==> src/rtl/codec_regport_pkg.sv <==
package codec_regport_pkg;

    localparam logic [1:0] OFS_SEL    = 2'd0;
    localparam logic [1:0] OFS_DATA   = 2'd1;
    localparam logic [1:0] OFS_STATUS = 2'd2;
    localparam logic [1:0] OFS_SAMPLE = 2'd3;

    localparam logic [7:0] BUSY_READBACK = 8'h80;

    localparam int unsigned FMT_REG_A  = 8;
    localparam int unsigned IFACE_REG  = 9;
    localparam int unsigned FMT_REG_B  = 28;
    localparam int unsigned VOL_REG    = 6;

    typedef struct packed {
        logic       mce;
        logic       trd;
        logic [4:0] sel;
    } selector_t;

    typedef struct packed {
        logic cap_upper;
        logic cap_left;
        logic cap_ready;
        logic sample_err;
        logic play_upper;
        logic play_left;
        logic play_ready;
        logic irq;
    } status_t;

    function automatic logic is_guarded(input logic [4:0] eff, input int unsigned count);
        return (eff == 5'(FMT_REG_A)) || (eff == 5'(IFACE_REG)) ||
               ((count > FMT_REG_B) && (eff == 5'(FMT_REG_B)));
    endfunction

endpackage

==> src/rtl/crp_init_timer.sv <==
module crp_init_timer #(
    parameter int unsigned INIT_CYCLES = 64
) (
    input  logic clk,
    input  logic rst,
    input  logic pwr_down,
    output logic busy
);
    localparam int unsigned CW = $clog2(INIT_CYCLES + 1);

    logic [CW-1:0] cnt_q;
    logic          init_busy;

    assign init_busy = (cnt_q != CW'(INIT_CYCLES));
    assign busy      = init_busy | pwr_down;

    always_ff @(posedge clk) begin
        if (rst)            cnt_q <= '0;
        else if (init_busy) cnt_q <= cnt_q + 1'b1;
    end

    // once initialisation has ended it never restarts without reset
    p_init_once_r2: assert property (@(posedge clk) disable iff (rst)
        !init_busy |=> !init_busy);
endmodule

==> src/rtl/crp_indirect_bank.sv <==
module crp_indirect_bank
    import codec_regport_pkg::*;
#(
    parameter int unsigned REG_COUNT = 32
) (
    input  logic       clk,
    input  logic       rst,
    input  logic       busy,
    input  logic       mce,
    input  logic [4:0] sel,
    input  logic       data_we,
    input  logic [7:0] wdata,
    output logic [7:0] rdata,
    output logic [7:0] iface_reg,
    output logic [7:0] vol_reg
);
    localparam int unsigned AW = $clog2(REG_COUNT);
    localparam logic [4:0]  SEL_MASK = 5'(REG_COUNT - 1);

    logic [REG_COUNT-1:0][7:0] mem_q;
    logic [4:0]                eff;
    logic                      guarded;
    logic                      accept;

    assign eff     = sel & SEL_MASK;
    assign guarded = is_guarded(eff, REG_COUNT);
    assign accept  = data_we && !busy;

    always_ff @(posedge clk) begin
        if (rst) begin
            mem_q <= '0;
        end else if (accept) begin
            if (!guarded || mce)
                mem_q[eff[AW-1:0]] <= wdata;
            else if (eff == 5'(IFACE_REG))
                mem_q[eff[AW-1:0]][1:0] <= wdata[1:0];
        end
    end

    assign rdata     = mem_q[eff[AW-1:0]];
    assign iface_reg = mem_q[IFACE_REG];
    assign vol_reg   = mem_q[VOL_REG];

    // a busy codec keeps the whole bank
    p_busy_hold_r2: assert property (@(posedge clk) disable iff (rst)
        (busy && data_we) |=> $stable(mem_q));

    // format register untouched without the mode-change bit
    p_fmt_guard_r4: assert property (@(posedge clk) disable iff (rst)
        (data_we && !mce && eff == 5'(FMT_REG_A)) |=> $stable(mem_q[FMT_REG_A]));

    // only the enable bits of the interface register move without it
    p_iface_guard_r4: assert property (@(posedge clk) disable iff (rst)
        (data_we && !mce && eff == 5'(IFACE_REG)) |=> $stable(mem_q[IFACE_REG][7:2]));
endmodule

==> src/rtl/crp_status_unit.sv <==
module crp_status_unit
    import codec_regport_pkg::*;
(
    input  logic    clk,
    input  logic    rst,
    input  logic    status_we,
    input  logic    sample_rd,
    input  logic    sample_we,
    input  logic    cap_rdy_evt,
    input  logic    play_rdy_evt,
    input  logic    err_evt,
    input  logic    irq_evt,
    input  logic    cap_upper,
    input  logic    cap_left,
    input  logic    play_upper,
    input  logic    play_left,
    output status_t status
);
    logic cap_rdy_q, play_rdy_q, err_q, irq_q;

    always_ff @(posedge clk) begin
        if (rst) begin
            cap_rdy_q  <= 1'b0;
            play_rdy_q <= 1'b0;
            err_q      <= 1'b0;
            irq_q      <= 1'b0;
        end else begin
            if (cap_rdy_evt)    cap_rdy_q  <= 1'b1;
            else if (sample_rd) cap_rdy_q  <= 1'b0;
            if (play_rdy_evt)   play_rdy_q <= 1'b1;
            else if (sample_we) play_rdy_q <= 1'b0;
            if (err_evt)        err_q      <= 1'b1;
            else if (status_we) err_q      <= 1'b0;
            if (irq_evt)        irq_q      <= 1'b1;
            else if (status_we) irq_q      <= 1'b0;
        end
    end

    always_comb begin
        status            = '0;
        status.cap_upper  = cap_upper;
        status.cap_left   = cap_left;
        status.cap_ready  = cap_rdy_q;
        status.sample_err = err_q;
        status.play_upper = play_upper;
        status.play_left  = play_left;
        status.play_ready = play_rdy_q;
        status.irq        = irq_q;
    end

    // a status write with no new request leaves the interrupt clear
    p_irq_clear_r8: assert property (@(posedge clk) disable iff (rst)
        (status_we && !irq_evt) |=> !status.irq);

    // a request is never lost, even against a clearing write
    p_irq_set_r8: assert property (@(posedge clk) disable iff (rst)
        irq_evt |=> status.irq);
endmodule

==> src/rtl/codec_regport.sv <==
module codec_regport
    import codec_regport_pkg::*;
#(
    parameter int unsigned REG_COUNT   = 32,
    parameter int unsigned INIT_CYCLES = 64
) (
    input  logic       clk,
    input  logic       rst,
    input  logic       pwr_down,
    input  logic [1:0] host_addr,
    input  logic       host_wr,
    input  logic       host_rd,
    input  logic [7:0] host_wdata,
    output logic [7:0] host_rdata,
    input  logic       cap_rdy_evt,
    input  logic       play_rdy_evt,
    input  logic       err_evt,
    input  logic       irq_evt,
    input  logic       cap_upper,
    input  logic       cap_left,
    input  logic       play_upper,
    input  logic       play_left,
    input  logic [7:0] cap_sample,
    input  logic       play_dma_want,
    input  logic       cap_dma_want,
    output logic [7:0] play_sample,
    output logic       play_en,
    output logic       cap_en,
    output logic       dac_mute,
    output logic       play_dreq,
    output logic       cap_dreq
);
    initial begin
        if (REG_COUNT != 16 && REG_COUNT != 32)
            $error("REG_COUNT must be 16 or 32");
    end

    selector_t  sel_q;
    status_t    status;
    logic       busy;
    logic [7:0] bank_rdata, iface_reg, vol_reg;
    logic [7:0] play_sample_q;
    logic       dma_block;

    crp_init_timer #(.INIT_CYCLES(INIT_CYCLES)) u_timer (
        .clk(clk), .rst(rst), .pwr_down(pwr_down), .busy(busy)
    );

    always_ff @(posedge clk) begin
        if (rst) begin
            sel_q         <= '0;
            play_sample_q <= '0;
        end else if (host_wr) begin
            if (host_addr == OFS_SEL)    sel_q         <= host_wdata[6:0];
            if (host_addr == OFS_SAMPLE) play_sample_q <= host_wdata;
        end
    end

    crp_indirect_bank #(.REG_COUNT(REG_COUNT)) u_bank (
        .clk(clk), .rst(rst), .busy(busy), .mce(sel_q.mce), .sel(sel_q.sel),
        .data_we(host_wr && host_addr == OFS_DATA), .wdata(host_wdata),
        .rdata(bank_rdata), .iface_reg(iface_reg), .vol_reg(vol_reg)
    );

    crp_status_unit u_status (
        .clk(clk), .rst(rst),
        .status_we(host_wr && host_addr == OFS_STATUS),
        .sample_rd(host_rd && host_addr == OFS_SAMPLE),
        .sample_we(host_wr && host_addr == OFS_SAMPLE),
        .cap_rdy_evt(cap_rdy_evt), .play_rdy_evt(play_rdy_evt),
        .err_evt(err_evt), .irq_evt(irq_evt),
        .cap_upper(cap_upper), .cap_left(cap_left),
        .play_upper(play_upper), .play_left(play_left),
        .status(status)
    );

    always_comb begin
        unique case (host_addr)
            OFS_SEL:    host_rdata = {busy, sel_q};
            OFS_DATA:   host_rdata = busy ? BUSY_READBACK : bank_rdata;
            OFS_STATUS: host_rdata = status;
            default:    host_rdata = cap_sample;
        endcase
    end

    assign play_sample = play_sample_q;
    assign play_en     = iface_reg[0];
    assign cap_en      = iface_reg[1];
    assign dac_mute    = sel_q.mce | vol_reg[7];
    assign dma_block   = sel_q.trd & status.irq;
    assign play_dreq   = play_en & play_dma_want & ~dma_block;
    assign cap_dreq    = cap_en & cap_dma_want & ~dma_block;

    // stopped transfers issue no request
    p_trd_gate_r9: assert property (@(posedge clk) disable iff (rst)
        (sel_q.trd && status.irq) |-> (!play_dreq && !cap_dreq));

    // mode change always mutes the converter
    p_mce_mute_r6: assert property (@(posedge clk) disable iff (rst)
        sel_q.mce |-> dac_mute);

    // busy data window reads the fixed pattern
    p_busy_read_r2: assert property (@(posedge clk) disable iff (rst)
        (busy && host_addr == OFS_DATA) |-> host_rdata == BUSY_READBACK);
endmodule

==> config.mk <==
export PLATFORM = sky130hd
export DESIGN_NAME = codec_regport
export DESIGN_NICKNAME = d
export VERILOG_FILES = /design/src/rtl/codec_regport_pkg.sv /design/src/rtl/crp_init_timer.sv /design/src/rtl/crp_indirect_bank.sv /design/src/rtl/crp_status_unit.sv /design/src/rtl/codec_regport.sv
export SDC_FILE = /design/constraint.sdc
export NUM_CORES = 1
export LEC_CHECK = 0
export BUFFER_PORTS_ARGS = -buffer_cell sky130_fd_sc_hd__buf_2
export CAP_MARGIN = 0
export CORE_MARGIN = 3
export CORE_UTILIZATION = 60
export DETAILED_ROUTE_END_ITERATION = 8
export GPL_TIMING_DRIVEN = 0
export PLACE_DENSITY = 0.78
export RECOVER_POWER = 50
export SLEW_MARGIN = 20
export SYNTH_ARGS = -nofsm -noshare
export SYNTH_HDL_FRONTEND = slang
export SYNTH_SLANG_ARGS = --single-unit
==> constraint.sdc <==
create_clock -name clk -period 3 [get_ports clk]
set_clock_uncertainty 0.1 [all_clocks]
set_input_delay 0.3 -clock clk [delete_from_list [all_inputs] [get_ports clk]]
set_output_delay 0.3 -clock clk [all_outputs]
set_load 0.005 [all_outputs]
==> summary.txt, run 1 <==
Tcrit/Tclk final - 106%
synth top area cells - dfxtp_1 43%, mux2i_1 16%, mux4_2 9.0%
nets@finish - 1,398
HP Class - primary input to flop
post-synth top area share - 43.5%
PwrDens - 547 nW/um^2
Pins Over Slew Limit - 0
Starting Density - 61.4%
setup TNS - -1.05 ns
crit start category - flop
first-pass GRT wire length - 65,300 microns
DRT iter0 DRCs - 1,375
Post-DP HPWL - 29,500 microns
final count of hold timing violations - 0
met2 routed WL - 19,400 microns
Distinct cells, synth - 55
CTS max path bufs - 3
Final Cell Area - 15,000 sq um
die area - 23,400 sq um
arrival time at the worst endpoint - 2.79 ns
top sig layer - met5
Total GRT Usage - 36.5%
status - finished, violations left
drt pass-1 iters - 6
I/O pin cnt - 54
Ant. Diodes - 0
Slew HR - 21.6%
number of synthesized flops with an enable pin - 0
cell area after synthesis - 13,000 sq um
Clock Sink Count - 282
Wirelength per Cell - 26.4 microns
vias per inst - 6.52
FP Rows - 53
wl on met1 - 17,100 microns
syn nets - 1,307
DRC errors left - 0
post-layout util - 71.1%
die width - 153 microns
Final ANT Viol Nets - 0
Setup WS post-layout - -0.192 ns
I/O Buffers - 44
H-tree levels - 1
commonest cells in the synthesized netlist - 282 x dfxtp_1, 225 x nor2_1, 206 x mux2i_1
final setup fails - 8
WL met3 - 4610 microns
failing checks - negative setup slack
Worst EP required - 2.60 ns
largest net degree at the start of global routing - 15
max-cap violations - 0
cell count after synthesis - 1,272
routability cong. - 1.02
Ys Warns - 0
Seq cells post-synth - 282
vias in the first global route - 10.6k
Slew @ Worst Pin - 1.18 ns
worst slack at placement - -0.358 ns
crit path capture type - primary output
RSZ-0062 raised after global routing - true
main flop type after synthesis - dfxtp_1
Peak VDD IR - 0.474 mV
synth-to-layout area growth - 15.8%
clk slew on worst S/H paths - 0.06 ns
maximum fanout along the worst path - 6
P_leak - 6.24 nW
CTS tree - yes
sequential share of the synthesized area - 43.5%
clock root buffer - clkbuf_16
Cell Area, Placed - 13,600 sq um
Core ar. - 21,200 sq um
Period minus WS final - 3.19 ns
top cell type by total area after synthesis - dfxtp_1
Post-Syn Area per Cell - 10.2 sq um
Vias - 10.8k
fmax - 0.313 GHz
Routed Wire Length - 43,900 microns
Clk Latency, worst-skew pair - 0.56 ns
top-count cell post-synth - dfxtp_1
die span in y - 153 microns
total congestion overflow - 0
CP Class - flop to primary output
share of cells above drive strength 1 - 19.9%
fraction of registers with async set/reset - 0%
TritonCTS Buffers - 30
initial antenna violation count - 2
-- report_power, final --
group	total (mW)	internal, mW	switching [mW]	leakage, nW
sequential	3.77	3.76	0.0130	2.27
clock	3.92	2.37	1.55	0.517
combinational	0.532	0.154	0.378	3.45
total	8.22	6.28	1.94	6.24
-- area by class of cell --
cell class | count | area, sq um
multi-input cells | 879 | 6940
fillers | 1547 | 6110
flip-flops and latches | 282 | 5650
clock buffers | 46 | 922
plain buffers | 104 | 618
repair buffers | 60 | 418
well taps | 275 | 344
clock inverters | 9 | 134
inverters | 6 | 22.5
-- cells by family (layout without fill, tap and decap cells) --
family | count (synthesis) | after routing | synth area share, %
compound gates | 119 | 119 | 5.67
mux | 284 | 284 | 28.4
fa+ha+maj | 2 | 2 | 0.193
xor+xnor | 6 | 6 | 0.405
buf+inv | 111 | 225 | 3.98
flops | 282 | 282 | 43.5
simple gates | 468 | 468 | 17.9
-- per-layer routing --
metal  up-vias  GRT usage, %
met5         -             0
met4         4          18.7
met3       173          8.64
met2       738          56.5
met1      5260          48.1
li1       4658             -
-- critical path: stages, from the launching register on --
cell and delay (ns):
dfxtp_4 0.39, buf_12 0.16, mux4_2 0.56, a22o_4 0.30, a221oi_4 0.23, a31oi_2 0.15
a221o_1 0.29, buf_2 0.13
-- worst paths after layout --
| path | start | cells past startpoint | slack, ns | endpoint |
|---|---|---|---|---|
| max | sel_q[0]$_SDFFE_PP0P_ | 7 | -0.19 | host_rdata[6] |
| min | host_wr | 4 | 0.05 | u_status.irq_q$_SDFFE_PP0P_ |
| max reg2reg | u_timer.cnt_q[2]$_SDFFE_PP0P_ | 7 | 0.01 | u_bank.mem_q[203]$_SDFFE_PP0P_ |
| min reg2reg | flop | 2 | 0.35 | flop |
-- placed cells by master (no fill, tap or decap), drive strengths merged, types with 3 or more instances in the layout --
master,instances
mux4,63
dfxtp,282
nor3b,3
o22a,3
nand4,18
nor2,225
bufinv,3
clkbuf,121
and3,6
and2,4
buf,84
o221ai,3
a21oi,73
a22o,3
nand2,146
a22oi,10
clkinv,3
o21ai,8
mux2i,206
o22ai,3
mux2,15
nor2b,11
inv,8
nand3,24
dlygate4sd3,5
nor3,18
a31oi,3
a221o,3
xor2,4
-- per-stage QoR --
| stage | total power, mW | hold slack, ns | cells |
|---|---|---|---|
| floorplan | 4.12 | 0.317 | 1272 |
| finish | 8.22 | 0.0492 | 1661 |
| global placement | 4.31 | 0.335 | 1591 |
| detailed placement | 4.32 | 0.343 | 1592 |
| CTS | 8.18 | 0.0414 | 1659 |
| global route | 8.38 | 0.0919 | 1661 |
-- repair_timing --
action	in CTS	in global routing
hold buffers	5	0
cloned	3	1
setup buffers	4	3
hold endpoints to repair	4	0
endpoints found under the setup margin	8	8
pin swaps	5	13
resized for setup	67	24
Note: power is estimated with default switching activity, not from simulation.
==> inputs of run 2 (changes only) <==
--- a/config.mk
+++ b/config.mk
@@ -11,6 +11,7 @@
 export CORE_UTILIZATION = 60
 export DETAILED_ROUTE_END_ITERATION = 8
 export GPL_TIMING_DRIVEN = 0
+export HOLD_SLACK_MARGIN = 0.08
 export PLACE_DENSITY = 0.78
 export RECOVER_POWER = 50
 export SLEW_MARGIN = 20
==> run 2 against run 1 <==
  * Power increased by 0.21%
  * Die area unchanged
  * First-iteration DRC count decreased by 0.36%
  * Final area increased by 0.30%
  * Highest routed layer unchanged
  * Sequential share of layout area decreased by 0.11 points
  * The flow still finishes with violations (negative setup slack)
  * Sequential power about the same
==> summary.txt, run 2 (synthesized netlist as in run 1, its figures left out) <==
status - finished, violations left
failing checks - negative setup slack
final count of hold timing violations - 0 (unchanged)
slowest CP cell - mux4_2
die span in y - 153 microns (unchanged)
CP Cell Sequence - buf_12, mux4_2, a22o_4, a221oi_4, a31oi_2, a221o_1, buf_2
Worst EP required - 2.60 ns (about the same)
share of cells above drive strength 1 - 20.2% (+0.27 points)
Slew @ Worst Pin - 1.20 ns (+0.0259 ns)
P_leak - 6.29 nW (+0.75%)
max-cap violations - 0 (unchanged)
largest net degree at the start of global routing - 15 (unchanged)
Vias - 10.8k (-0.074%)
Period minus WS final - 3.18 ns (-0.0132 ns)
Ant. Diodes - 0 (unchanged)
CTS tree - yes
PwrDens - 546 nW/um^2 (about the same)
TritonCTS Buffers - 30 (unchanged)
DRC errors left - 0 (unchanged)
Starting Density - 61.4% (unchanged)
filler cell count - 1,544 (-0.19%)
min-delay src - host_wdata[7]
nets@finish - 1,399 (+0.072%)
most frequent cells in the layout - 281 x dfxtp_1, 225 x nor2_1, 206 x mux2i_1
Post-DP HPWL - 29,500 microns (unchanged)
arrival time at the worst endpoint - 2.78 ns (about the same)
Core ar. - 21,200 sq um (unchanged)
Cell Area, Placed - 13,600 sq um (unchanged)
CTS max path bufs - 3 (unchanged)
R2R Path End - u_bank.mem_q[196]$_SDFFE_PP0P_
hold worst-path end - u_bank.mem_q[7]$_SDFFE_PP0P_
Peak VDD IR - 0.476 mV (+0.50%)
vias in the first global route - 10.7k (+0.45%)
Wirelength per Cell - 26.5 microns (+0.52%)
final setup fails - 8 (unchanged)
Clk Latency, worst-skew pair - 0.56 ns (about the same)
Worst Hold Depth - 3 (-1)
total congestion overflow - 0 (unchanged)
H-tree levels - 1 (unchanged)
Critical Path Max Stage Delay - 0.56 ns (about the same)
I/O Buffers - 44 (unchanged)
Setup WS post-layout - -0.178 ns (+0.0132 ns)
Reg2Reg Depth - 9 (+2)
die area - 23,400 sq um (unchanged)
synth-to-layout area growth - 16.2%
Final Cell Area - 15,100 sq um (+0.30%)
I/O pin cnt - 54 (unchanged)
Routed Wire Length - 44,100 microns (+0.58%)
crit path capture type - primary output
Clock Sink Count - 282 (unchanged)
most common cell after layout, fill and taps aside - dfxtp_1
routability cong. - 1.02 (unchanged)
crit start category - flop
RSZ-0062 raised after global routing - true
Pins Over Slew Limit - 0 (unchanged)
die width - 153 microns (unchanged)
maximum fanout along the worst path - 6 (unchanged)
total power - 8.24 mW (+0.21%)
Total GRT Usage - 36.6% (+0.078 points)
initial antenna violation count - 2 (unchanged)
reg-to-reg slack, setup - 0.24 ns (+0.23 ns)
setup TNS - -0.994 ns (+0.0525 ns)
Tcrit/Tclk final - 106% (-0.44 points)
first-pass GRT wire length - 65,400 microns (+0.26%)
DRT iter0 DRCs - 1,370 (-0.36%)
worst r2r src - sel_q[0]$_SDFFE_PP0P_
worst slack at placement - -0.358 ns (unchanged)
CP Class - flop to primary output
drt pass-1 iters - 6 (unchanged)
HP Class - primary input to flop
vias per inst - 6.51 (-0.13%)
Final ANT Viol Nets - 0 (unchanged)
clk slew on worst S/H paths - 0.06 ns (about the same)
CP delay by family, top - compound AO/OA/AOI/OAI gates
FP Rows - 53 (unchanged)
fmax - 0.315 GHz (+0.42%)
Buf/Inv on CP - 2 (unchanged)
Slew HR - 19.9% (-1.7 points)
clock root buffer - clkbuf_16
==> run 2: changes by cell type in the layout (fill, tap and decap cells not counted), sizes merged <==
| cell | delta |
|---|---|
| dlygate4sd3 | +2 |
| buf | +6 |
| clkbuf | -7 |
==> run 2: power breakdown <==
group	switching, mW	total [mW]	internal (mW)
combinational	0.381	0.537	0.156
sequential	0.0131	3.77	3.76
clock	1.56	3.93	2.37
==> run 2: worst min-delay path: cells and delay by family <==
family / cells / cell delay (ns)
buf+inv: 1 / 0.20
mux: 1 / 0.19
simple gates: 1 / 0.05
==> run 2: layout make-up <==
cell class	instances	area, sq um	area share [%]
Multi-Input combinational cell	879	6960	46.1
Clock buffer	46	922	6.11
Buffer	104	626	4.15
Inverter	6	22.5	0.149
Tap cell	275	344	2.28
Sequential cell	282	5650	37.4
Clock inverter	9	134	0.887
Timing Repair Buffer	61	430	2.85
==> run 2: how the worst max path moves through the flow <==
stage | start | end | slack [ns] | depth (start not counted)
2_1_floorplan | sel_q[0]$_SDFFE_PP0P_ | host_rdata[0] | 0.62 | 8
3_3_place_gp | sel_q[1]$_SDFFE_PP0P_ | host_rdata[3] | -0.37 | 9
3_5_place_dp | sel_q[1]$_SDFFE_PP0P_ | host_rdata[4] | -0.36 | 9
4_1_cts | sel_q[0]$_SDFFE_PP0P_ | host_rdata[6] | -0.18 | 7
5_1_grt | sel_q[0]$_SDFFE_PP0P_ | host_rdata[6] | -0.23 | 7
6_report | sel_q[0]$_SDFFE_PP0P_ | host_rdata[6] | -0.18 | 7
==> run 2: stage by stage <==
stage / utilization [%] / hold slack (ns) / std cells
detailed placement: 64.1 / 0.343 / 1592
CTS: 70.8 / 0.115 / 1661
floorplan: - / 0.317 / 1272
finish: 71.3 / 0.126 / 1662
global placement: 64.1 / 0.335 / 1591
global route: 71.3 / 0.171 / 1662
==> run 2: layer usage <==
metal	up-vias	routed length, microns	track usage (%)
met1	5237	17000	48.4
met2	739	19600	56.4
met5	-	25	0
li1	4660	-	-
met4	4	2780	18.8
met3	185	4730	8.64
==> run 2: what timing repair did <==
| item | CTS | global route |
|---|---|---|
| gates cloned | 3 | 1 |
| setup endpoints to repair | 8 | 8 |
| setup buffers | 4 | 2 |
| hold endpoints to repair | 4 | 0 |
| pin swaps | 5 | 13 |
| hold buffers | 7 | 0 |
| gates resized for setup | 67 | 28 |
==> inputs of run 3 (changes only) <==
==> constraint.sdc (replaced) <==
create_clock -name clk -period 3.7 [get_ports clk]
set_clock_uncertainty 0.1 [all_clocks]
set_input_delay 0.37 -clock clk [delete_from_list [all_inputs] [get_ports clk]]
set_output_delay 0.37 -clock clk [all_outputs]
set_load 0.005 [all_outputs]
==> run 3 against run 2 <==
  * The flow finishes with violations (max-capacitance violations, max-slew violations)
  * Global-route usage fell by 1.1 points
  * Count of clock-buffer cells in the layout did not move
  * First-iteration DRC count fell by 16%
  * Critical endpoint is now host_rdata[3]
  * Highest routed layer is now met4
==> summary.txt, run 3 (synthesized netlist as in run 1, its figures left out) <==
H-tree levels - 1 (unchanged)
filler cell count - 1,633 (+5.8%)
Starting Density - 61.4% (unchanged)
max-cap violations - 3 (+3)
largest net degree at the start of global routing - 20 (+5)
Post-DP HPWL - 29,500 microns (unchanged)
CP dominant cell by count - buf_2
Final ANT Viol Nets - 0 (unchanged)
Worst EP required - 3.23 ns (+0.63 ns)
Peak VDD IR - 0.391 mV (-18%)
vias per inst - 6.41 (-1.6%)
CTS max path bufs - 3 (unchanged)
CP Class - flop to primary output
RSZ-0062 raised after global routing - false
clock power share - 48.0% (+0.3 points)
die width - 153 microns (unchanged)
met3 Use GR - 8.27% (-0.37 points)
slowest CP cell - clkbuf_2
HP Class - primary input to flop
DRT iter0 DRCs - 1,152 (-16%)
total power - 6.63 mW (-20%)
P_leak - 6.07 nW (-3.5%)
Vias - 10.6k (-2.3%)
busiest grt layer - met2
sw frac - 23.5% (-0.27 points)
met1 Resource Use GR - 47.6% (-0.75 points)
nets@finish - 1,388 (-0.79%)
Pins Over Slew Limit - 27 (+27)
fmax - 0.274 GHz
arrival time at the worst endpoint - 3.19 ns (+0.41 ns)
die area - 23,400 sq um (unchanged)
FF+latch area - 5650 sq um (about the same)
Slew @ Worst Pin - 1.73 ns (+0.531 ns)
Core ar. - 21,200 sq um (unchanged)
Comb pwr share - 5.9% (-0.6 points)
die span in y - 153 microns (unchanged)
crit start category - flop
initial antenna violation count - 0 (-2)
P_int - 5.07 mW (-19%)
PwrDens - 455 nW/um^2 (-17%)
total net switching power - 1.55 mW (-21%)
most common cell after layout, fill and taps aside - dfxtp_1
TritonCTS Buffers - 30 (unchanged)
worst slack at placement - 0.272 ns (+0.630 ns)
multi-input logic area - 6720 sq um (-3.5%)
Ant. Diodes - 0 (unchanged)
Critical Path Max Stage Delay - 0.41 ns (-0.15 ns)
final count of hold timing violations - 0 (unchanged)
Clock Sink Count - 282 (unchanged)
share of cells above drive strength 1 - 16.1% (-4.1 points)
Tcrit/Tclk final - 98.8%
Slew HR - -16.4% (-36 points)
CP Cell Sequence - buf_2, buf_4, clkbuf_2, mux4_2, a22oi_1, nand3_1, o21ai_1, o21ai_0, buf_2
status - finished, violations left
Clk Latency, worst-skew pair - 0.56 ns (about the same)
setup TNS - 0 ns (+0.994 ns)
I/O Buffers - 44 (unchanged)
failing checks - max-capacitance violations, max-slew violations
part of the power in registers - 46.1% (+0.3 points)
most frequent cells in the layout - 282 x dfxtp_1, 225 x nor2_1, 206 x mux2i_1
Period minus WS final - 3.66 ns
crit path capture type - primary output
maximum fanout along the worst path - 10 (+4)
Setup WS post-layout - 0.0441 ns (+0.222 ns)
CTS tree - yes
Setup Buffers After CTS - 0 (-4)
Total GRT Usage - 35.5% (-1.1 points)
drt pass-1 iters - 6 (unchanged)
routability cong. - 1.02 (unchanged)
total congestion overflow - 0 (unchanged)
vias in the first global route - 10.3k (-3.8%)
clock root buffer - clkbuf_16
DRC errors left - 0 (unchanged)
final setup fails - 0 (-8)
clk slew on worst S/H paths - 0.06 ns (about the same)
Wirelength per Cell - 25.8 microns (-2.7%)
FP Rows - 53 (unchanged)
synth-to-layout area growth - 12.0%
Routed Wire Length - 42,600 microns (-3.3%)
I/O pin cnt - 54 (unchanged)
first-pass GRT wire length - 63,500 microns (-3.0%)
met2 usage - 55.2% (-1.2 points)
[run 3: cell count changes in the layout (fill, tap and decap cells not counted), moves of 3 or more]
cell | previous run | this run
a22oi_1 | 4 | 10
a22oi_2 | 6 | 0
buf_12 | 5 | 1
buf_16 | 4 | 0
buf_4 | 16 | 6
clkbuf_1 | 67 | 78
mux4_1 | 2 | 11
mux4_2 | 61 | 52
nand3_1 | 18 | 23
nand3_2 | 5 | 1
nor3_1 | 3 | 8
nor3_4 | 8 | 1
o21ai_0 | 2 | 5
[run 3: repair_timing]
action                                  in CTS  in global routing
endpoints found under the setup margin       7                  3
cloned                                       0                  0
hold endpoints to repair                     4                  0
hold buffers                                 5                  0
resized for setup                            6                  7
[run 3: layout make-up]
type                            count  area share, %
Multi-Input combinational cell    879           46.2
Sequential cell                   282           38.8
Clock buffer                       46           6.34
Buffer                            104           3.40
Tap cell                          275           2.36
Timing Repair Buffer               50           1.85
Clock inverter                      9          0.920
Inverter                            6          0.155
[run 3: metal layers]
layer	vias to the layer above	wire, microns
met3	142	4800
li1	4646	-
met2	686	19000
met5	-	0
met1	5106	16600
met4	0	2230
[run 3: final timing paths]
check	slack (ns)	startpoint	depth (start not counted)	endpoint
hold / removal	0.12	host_wr	4	u_status.irq_q$_SDFFE_PP0P_
setup / recovery	0.04	sel_q[1]$_SDFFE_PP0P_	9	host_rdata[3]
setup reg to reg	0.15	sel_q[1]$_SDFFE_PP0P_	8	u_bank.mem_q[199]$_SDFFE_PP0P_
hold reg to reg	0.35	u_bank.mem_q[204]$_SDFFE_PP0P_	2	u_bank.mem_q[204]$_SDFFE_PP0P_
[run 3: power by group through the flow]
stage | Clock (mW) | Sequential, mW | Combinational (mW)
6_report | 3.18 | 3.06 | 0.392
3_5_place_dp | 0 | 3.12 | 0.377
5_1_grt | 3.29 | 3.06 | 0.405
4_1_cts | 3.17 | 3.06 | 0.383
2_1_floorplan | 0 | 3.12 | 0.215
3_3_place_gp | 0 | 3.12 | 0.374
[run 3: through the flow]
stage	area [sq um]	std cells	utilization, %	hold WS, ns
3_5_place_dp	13600	1592	64.1	0.343
2_1_floorplan	13000	1272	-	0.327
6_report	14600	1651	68.8	0.120
3_3_place_gp	13600	1591	64.1	0.335
5_1_grt	14600	1651	68.8	0.162
4_1_cts	14700	1651	69.4	0.111
[run 3: worst max-delay path, delay by kind of cell, from the launching register on]
family                 cells  cell delay (ns)
DFF                        1             0.30
muxes                      1             0.39
AOI/OAI and AO/OA          3             0.63
and+or+nand+nor            1             0.14
buffers and inverters      4             1.14
